$ cat config.mk
export PLATFORM = sky130hd
export DESIGN_NAME = audio_route_ctrl
export DESIGN_NICKNAME = d
export VERILOG_FILES = /design/src/rtl/audio_route_pkg.sv /design/src/rtl/route_decode.sv /design/src/rtl/route_tvswitch.sv /design/src/rtl/route_pipe.sv /design/src/rtl/audio_route_ctrl.sv
export SDC_FILE = /design/constraint.sdc
export NUM_CORES = 1
export LEC_CHECK = 0
export CAP_MARGIN = 20
export CORE_MARGIN = 2
export CORE_UTILIZATION = 48
export CTS_BUF_LIST = sky130_fd_sc_hd__clkbuf_2 sky130_fd_sc_hd__clkbuf_4 sky130_fd_sc_hd__clkbuf_8
export CTS_CLUSTER_SIZE = 24
export DETAILED_ROUTE_END_ITERATION = 7
export DONT_BUFFER_PORTS = 1
export GPL_TIMING_DRIVEN = 0
export SYNTH_ARGS = -nofsm -noshare
export SYNTH_HDL_FRONTEND = slang
export SYNTH_SLANG_ARGS = --single-unit
$ cat constraint.sdc
create_clock -name clk -period 0.8 [get_ports clk]
set_input_delay 0.04 -clock clk [delete_from_list [all_inputs] [get_ports clk]]
set_output_delay 0.04 -clock clk [all_outputs]
set_load 0.02 [all_outputs]
$ cat src/rtl/audio_route_pkg.sv
package audio_route_pkg;

  localparam int SRC_W   = 4;
  localparam int N_OUTS  = 6;
  localparam int BUS_W   = N_OUTS * SRC_W + 1;

  typedef enum logic [SRC_W-1:0] {
    SRC_MUTE   = 4'd0,
    SRC_L      = 4'd1,
    SRC_R      = 4'd2,
    SRC_LPR    = 4'd3,
    SRC_LMR    = 4'd4,
    SRC_SAP    = 4'd5,
    SRC_AUX1_L = 4'd6,
    SRC_AUX1_R = 4'd7,
    SRC_AUX2_L = 4'd8,
    SRC_AUX2_R = 4'd9
  } src_e;

  // Second program is routed when requested, and either detected or forced.
  function automatic logic sap_route_on(input logic req, input logic always_on,
                                         input logic detected);
    return req & (always_on | detected);
  endfunction

  // Soft mute of the second-program output: noisy carrier, or forced with no carrier.
  function automatic logic sap_soft(input logic active, input logic noise,
                                    input logic always_on, input logic detected);
    return active & (noise | (always_on & ~detected));
  endfunction

  // External port pair: left of the port, right either the port right or its left.
  function automatic src_e aux_left(input logic port2);
    return port2 ? SRC_AUX2_L : SRC_AUX1_L;
  endfunction

  function automatic src_e aux_right(input logic port2, input logic mono1,
                                     input logic mono2);
    logic mono;
    mono = port2 ? mono2 : mono1;
    if (port2) return mono ? SRC_AUX2_L : SRC_AUX2_R;
    return mono ? SRC_AUX1_L : SRC_AUX1_R;
  endfunction

endpackage

$ cat src/rtl/route_decode.sv
module route_decode
  import audio_route_pkg::*;
(
  input  logic det_stereo,
  input  logic det_sap,
  input  logic det_noise,
  input  logic sap_req,
  input  logic force_mono,
  input  logic sap_always,
  input  logic force_stereo,
  output src_e nr_src,
  output src_e dec_left,
  output src_e dec_right,
  output logic soft_mute,
  output logic sap_active,
  output logic stereo_ok
);

  assign sap_active = sap_route_on(sap_req, sap_always, det_sap);
  assign stereo_ok  = det_stereo | force_stereo;
  assign soft_mute  = sap_soft(sap_active, det_noise, sap_always, det_sap);

  always_comb begin
    nr_src    = SRC_MUTE;
    dec_left  = SRC_LPR;
    dec_right = SRC_LPR;
    if (force_mono) begin
      if (sap_active) begin
        nr_src    = SRC_SAP;
        dec_right = SRC_SAP;
      end
    end else if (sap_active) begin
      nr_src    = SRC_SAP;
      dec_left  = SRC_SAP;
      dec_right = SRC_SAP;
    end else if (stereo_ok) begin
      nr_src    = SRC_LMR;
      dec_left  = SRC_L;
      dec_right = SRC_R;
    end
  end

endmodule

$ cat src/rtl/route_tvswitch.sv
module route_tvswitch
  import audio_route_pkg::*;
(
  input  logic out_on,
  input  logic use_ext,
  input  logic ext_port,
  input  logic aux1_mono,
  input  logic aux2_mono,
  input  logic aux_sap,
  input  src_e dec_left,
  input  src_e dec_right,
  output src_e tv_left,
  output src_e tv_right,
  output src_e tv_aux
);

  src_e ext_l, ext_r;

  assign ext_l = aux_left(ext_port);
  assign ext_r = aux_right(ext_port, aux1_mono, aux2_mono);

  always_comb begin
    if (!out_on) begin
      tv_left  = SRC_MUTE;
      tv_right = SRC_MUTE;
      tv_aux   = SRC_MUTE;
    end else begin
      tv_aux   = aux_sap ? SRC_SAP : SRC_LPR;
      tv_left  = use_ext ? ext_l : dec_left;
      tv_right = use_ext ? ext_r : dec_right;
    end
  end

endmodule

$ cat src/rtl/route_pipe.sv
module route_pipe #(
  parameter int W = 8
) (
  input  logic         clk,
  input  logic         rst_n,
  input  logic [W-1:0] d,
  output logic [W-1:0] q
);

  always_ff @(posedge clk or negedge rst_n) begin
    if (!rst_n) q <= '0;
    else        q <= d;
  end

endmodule

$ cat src/rtl/audio_route_ctrl.sv
module audio_route_ctrl
  import audio_route_pkg::*;
(
  input  logic             clk,
  input  logic             rst_n,
  input  logic             det_stereo,
  input  logic             det_sap,
  input  logic             det_noise,
  input  logic             sap_req,
  input  logic             force_mono,
  input  logic             sap_always,
  input  logic             force_stereo,
  input  logic             out_on,
  input  logic             use_ext,
  input  logic             ext_port,
  input  logic             aux1_mono,
  input  logic             aux2_mono,
  input  logic             aux_sap,
  output logic [SRC_W-1:0] nr_src,
  output logic [SRC_W-1:0] dec_left,
  output logic [SRC_W-1:0] dec_right,
  output logic             sap_soft_mute,
  output logic [SRC_W-1:0] tv_left,
  output logic [SRC_W-1:0] tv_right,
  output logic [SRC_W-1:0] tv_aux
);

  src_e       nr_c, dl_c, dr_c, tl_c, tr_c, ta_c;
  logic       soft_c;
  logic       sap_active_c;
  logic       stereo_ok_c;
  logic [BUS_W-1:0] bus_d, bus_q;

  route_decode u_decode (
    .det_stereo   (det_stereo),
    .det_sap      (det_sap),
    .det_noise    (det_noise),
    .sap_req      (sap_req),
    .force_mono   (force_mono),
    .sap_always   (sap_always),
    .force_stereo (force_stereo),
    .nr_src       (nr_c),
    .dec_left     (dl_c),
    .dec_right    (dr_c),
    .soft_mute    (soft_c),
    .sap_active   (sap_active_c),
    .stereo_ok    (stereo_ok_c)
  );

  route_tvswitch u_tvsw (
    .out_on    (out_on),
    .use_ext   (use_ext),
    .ext_port  (ext_port),
    .aux1_mono (aux1_mono),
    .aux2_mono (aux2_mono),
    .aux_sap   (aux_sap),
    .dec_left  (dl_c),
    .dec_right (dr_c),
    .tv_left   (tl_c),
    .tv_right  (tr_c),
    .tv_aux    (ta_c)
  );

  // Flags that only feed assertions and waveform views; folded into nothing.
  logic dbg_sap_active, dbg_stereo_ok;
  assign dbg_sap_active = sap_active_c;
  assign dbg_stereo_ok  = stereo_ok_c;

  assign bus_d = {nr_c, dl_c, dr_c, soft_c, tl_c, tr_c, ta_c};

  route_pipe #(.W(BUS_W)) u_pipe (
    .clk   (clk),
    .rst_n (rst_n),
    .d     (bus_d),
    .q     (bus_q)
  );

  assign {nr_src, dec_left, dec_right, sap_soft_mute, tv_left, tv_right, tv_aux} = bus_q;

endmodule

After elaboration in Yosys (flattened, before gate mapping)
Index checks and enable logic that the tools add are counted.
Storage, ports and cells
  bits in latches: 0
  memories: 0
  RAM bits: 0
  register bits: 25
  ROM bits: 0
  input port bits: 15
Operators by class
  shift-type cells: 0
  $mul: 0
  equal/unequal tests: 0
  divide/modulo/power cells: 0
  bitwise logic cells: 7
  order comparisons: 0
  reductions and logical operators: 0
  multiplexer cells: 24
  add/sub/neg operators: 0
Operator list (count)
  2-to-1 mux 4 bit: 14
  2-to-1 mux 3 bit: 4
  2-to-1 mux 1 bit: 5
  bitwise AND 1 bit: 3
  OR 1 bit: 3
  2-to-1 mux 2 bit: 1
  NOT 1 bit: 1

Logic depth before layout (Yosys ltp)
  word-level depth: 6
  gate-level depth with buffers: 4
  depth with buffers taken out: 4

Cells and area by module
From an unflattened synthesis, not the netlist that was laid out.
Unflattened totals
  cell total of the unflattened synthesis: 69
  area total of the unflattened synthesis: 933.4 um^2
By module, submodules not included
  route_pipe: cells each 25, seq. area each 625.6 um^2, instances 1, area each 625.6 um^2
  route_tvswitch: cells each 24, seq. area each 0.0 um^2, instances 1, area each 176.4 um^2
  route_decode: cells each 20, seq. area each 0.0 um^2, instances 1, area each 131.4 um^2

Worst setup path after synthesis
Ideal clock, no wire load.
  path type: input port to flip-flop
  start: in det_sap
  end: reg u_pipe.q[4]
  required time: 682 ps
  setup time: 118 ps
  arrival time: 762 ps
  buffers on the path: 0
  slack: -81 ps
  stages: 4
  cells stage by stage: o21ai_4 inv_2 or3_4 o2bb2ai_2
Between the ends
  word-level cells in the longest chain between the ends: 6
Ends and longest elaborated chain
  start: declaration: RTL line audio_route_ctrl.sv:7  | input logic det_sap,
  OR 1 bit: RTL line audio_route_pkg.sv:23  | return req & (always_on | detected);
  bitwise AND 1 bit: RTL line audio_route_pkg.sv:23
  net dbg_sap_active: RTL line audio_route_ctrl.sv:65  | logic dbg_sap_active, dbg_stereo_ok;
  2-to-1 mux 4 bit: RTL line route_decode.sv:32  | end else if (sap_active) begin
  2-to-1 mux 4 bit: RTL line route_decode.sv:27  | if (force_mono) begin
  net dr_c[0]: RTL line audio_route_ctrl.sv:28  | src_e nr_c, dl_c, dr_c, tl_c, tr_c, ta_c;
  2-to-1 mux 4 bit: RTL line route_tvswitch.sv:30  | tv_right = use_ext ? ext_r : dec_right;
  2-to-1 mux 4 bit: RTL line route_tvswitch.sv:23  | if (!out_on) begin
  net tr_c[0]: RTL line audio_route_ctrl.sv:28
  end signal: assignment: RTL line route_pipe.sv:11  | if (!rst_n) q <= '0;
  end signal: assignment: RTL line route_pipe.sv:12  | else q <= d;
  end: declaration: RTL line route_pipe.sv:7  | output logic [W-1:0] q
The timed path passes the listed nets, and every way through them passes these cells.

Worst setup path after layout
  start: reg u_pipe.q[21]
  end: out nr_src[0]
RTL lines
  end: declaration: RTL line audio_route_ctrl.sv:19  | output logic [SRC_W-1:0] nr_src,
No word-level cell between the ends.

==> impl_metrics.json <==
{
  "peakVddDrop_mv": 1.20,
  "synth.avg_cell_area_um2": 13.0,
  "cp-start-kind": "flop",
  "sw_frac_of_total_pct": 25.4,
  "final_common_cell": "dfrtp_1",
  "viasPerCell": 4.75,
  "cp-end-kind": "primary output",
  "setup_ws_ns": -0.139,
  "hold_ws_ns": -0.108,
  "fmax_mhz": 1060,
  "path_cells": "buf_6",
  "routed_wl_um": 1310,
  "drt_iter0_drc": 1,
  "grt_pass1_vias": 417,
  "drive_gt1_share_pct": 36.8,
  "largest_register_ffs": 18,
  "die_w_um": 41.6,
  "root_buffer": "clkbuf_4",
  "vias": 432,
  "seqPwrFrac_pct": 57.7,
  "grt_overflow": 0,
  "syn_to_final_growth_pct": 37.8,
  "path_clk_slew_ns": 0.10,
  "hold_viol": 19,
  "path_class": "reg -> out",
  "ioPinCount": 40,
  "die_area_mm2": 0.00173,
  "wl_per_cell_um": 14.4,
  "violations": "hold timing, setup timing",
  "setup_violations": 2,
  "timing.final.crit_period_ns": 0.939,
  "cp.required_ns": 0.76,
  "grt_use_total_pct": 14.7,
  "slew_viol_final": 0,
  "worst_hold_path_type": "in -> async",
  "synth_cell_type_count": 20,
  "firstDrtPassIters": 4,
  "die_h_um": 41.6,
  "initial_utilization_pct": 51.5,
  "maxSlewHeadroom_pct": 47.9,
  "port_buffers": 0,
  "grt_pass1_wl_um": 1860,
  "min_period_over_period_pct": 117,
  "finalSetupTns_ns": -0.277,
  "pwr-share-comb_pct": 12.9,
  "rows": 13,
  "crit_slowest_cell": "dfrtp_2",
  "grt_max_degree": 19,
  "synthTopCellsByArea": "dfrtp_1, buf_4, nor2b_1",
  "syn_area_um2": 678,
  "status": "complete, but fails checks",
  "wl_met2_um": 721,
  "yosysWarnings": 0,
  "clock_power_share_pct": 29.4,
  "rsz0062_at_grt": "true",
  "antennaDiodeCount": 0,
  "power_mw": 1.84,
  "ys_seq_area_share_pct": 66.4,
  "p_int_mw": 1.37,
  "dp_worst_setup_slack_ns": -0.144,
  "worst-slew-pin-transition_ns": 0.782,
  "synth_top_area_share_pct": 66.4,
  "yosysTopAreaCell": "dfrtp_1",
  "power_leakage_nw": 0.480,
  "coreArea_mm2": 0.00132,
  "post-route-drc-count": 0,
  "antenna_found_initial": 0,
  "syn_inst": 52,
  "clkSinkCount": 18,
  "powerDensity_mw_per_mm2": 1970,
  "hpwl_um": 812,
  "max-cap-violations": 0,
  "ys_seq_elements": 18,
  "crit_arrival_ns": 0.90,
  "fillers": 92,
  "cts_tree": "yes",
  "top_regs": "u_pipe.q x18",
  "htree_levels": 1,
  "cp_max_fo": 2,
  "final_nets": 92,
  "gp_congestion": 0.738,
  "wl_met3_um": 100,
  "power.switching_mw": 0.468,
  "largest-register": "u_pipe.q",
  "cp.buffers_inverters": 1,
  "numCtsBuffers": 3,
  "clk_path_buf_depth": 2,
  "crit_family": "flip-flops",
  "slowest_delay_ns": 0.47,
  "antenna_left": 0,
  "final_cell_mix": "dfrtp_1, dlygate4sd3_1, buf_4, dfrtp_2, conb_1",
  "wl_met1_um": 478,
  "top_layer_used": "met4"
}
[routing by layer]
layer  GRT usage, %  up-vias
met5              0        -
met4           7.74        0
met3           3.91        2
met2           26.9       25
met1           15.1      203
li1               -      202
[power groups by stage]
stage	logic (mW)	clock network (mW)	registers, mW
floorplan	0.118	0	1.07
CTS	0.219	0.560	1.06
detailed placement	0.129	0	1.08
global route	0.259	0.603	1.07
finish	0.237	0.541	1.06
global placement	0.125	0	1.08
[logic make-up after synthesis]
family | synth area share [%]
AND/OR/NAND/NOR | 10.9
buffers and inverters | 8.85
flip-flops | 66.4
other | 1.11
multiplexers | 1.66
AO/OA/AOI/OAI | 11.1
[per-stage QoR]
step / utilization (%) / hold WS (ns) / instance area, um^2 / std cells
finish: 70.9 / -0.108 / 935 / 91
global route: 70.9 / -0.0381 / 935 / 91
CTS: 68.4 / 0.00722 / 901 / 89
detailed placement: 54.0 / -0.255 / 712 / 71
global placement: 54.0 / -0.255 / 712 / 71
floorplan: - / -0.256 / 693 / 56
[final cells by class]
class                           instances  area [um^2]  share of cell area (%)
Inverter                                2         7.51                   0.803
Tap cell                               15         18.8                    2.01
Clock buffer                            4         36.3                    3.88
Sequential cell                        18          459                    49.1
Multi-Input combinational cell         29          185                    19.8
Timing Repair Buffer                   16          168                    17.9
Buffer                                  7         60.1                    6.43
[how the worst max path moves through the flow]
stage | startpoint | to | slack (ns) | cells past startpoint
after floorplan | det_sap | u_pipe.q[4]$_DFF_PN0_ | -0.08 | 4
after global placement | det_sap | u_pipe.q[4]$_DFF_PN0_ | -0.12 | 4
after detailed placement | det_sap | u_pipe.q[4]$_DFF_PN0_ | -0.14 | 4
after CTS | u_pipe.q[21]$_DFF_PN0_ | nr_src[0] | -0.15 | 1
after global routing | u_pipe.q[11]$_DFF_PN0_ | tv_right[3] | -0.18 | 1
final | u_pipe.q[21]$_DFF_PN0_ | nr_src[0] | -0.14 | 1
[Yosys cell counts]
| cell type | count |
|---|---|
| a21o_2 | 1 |
| a21oi_1 | 1 |
| and2_1 | 1 |
| and3_1 | 1 |
| buf_4 | 7 |
| conb_1 | 2 |
| dfrtp_1 | 18 |
| inv_1 | 1 |
| inv_2 | 1 |
| mux2_2 | 1 |
| nand2_1 | 3 |
| nor2_1 | 4 |
| nor2b_1 | 3 |
| nor3_1 | 1 |
| o21a_1 | 2 |
| o21ai_0 | 1 |
| o21ai_4 | 1 |
| o21ba_2 | 1 |
| o2bb2ai_2 | 1 |
| or3_4 | 1 |
[what timing repair did]
action	4_1_cts	5_1_grt
hold buffers	14	1
pin swaps	0	2
endpoints found under the hold margin	35	21
resized for setup	6	9
setup endpoints to repair	5	43
setup buffers	0	2
No activity file was read; power rests on OpenSTA's default activity.
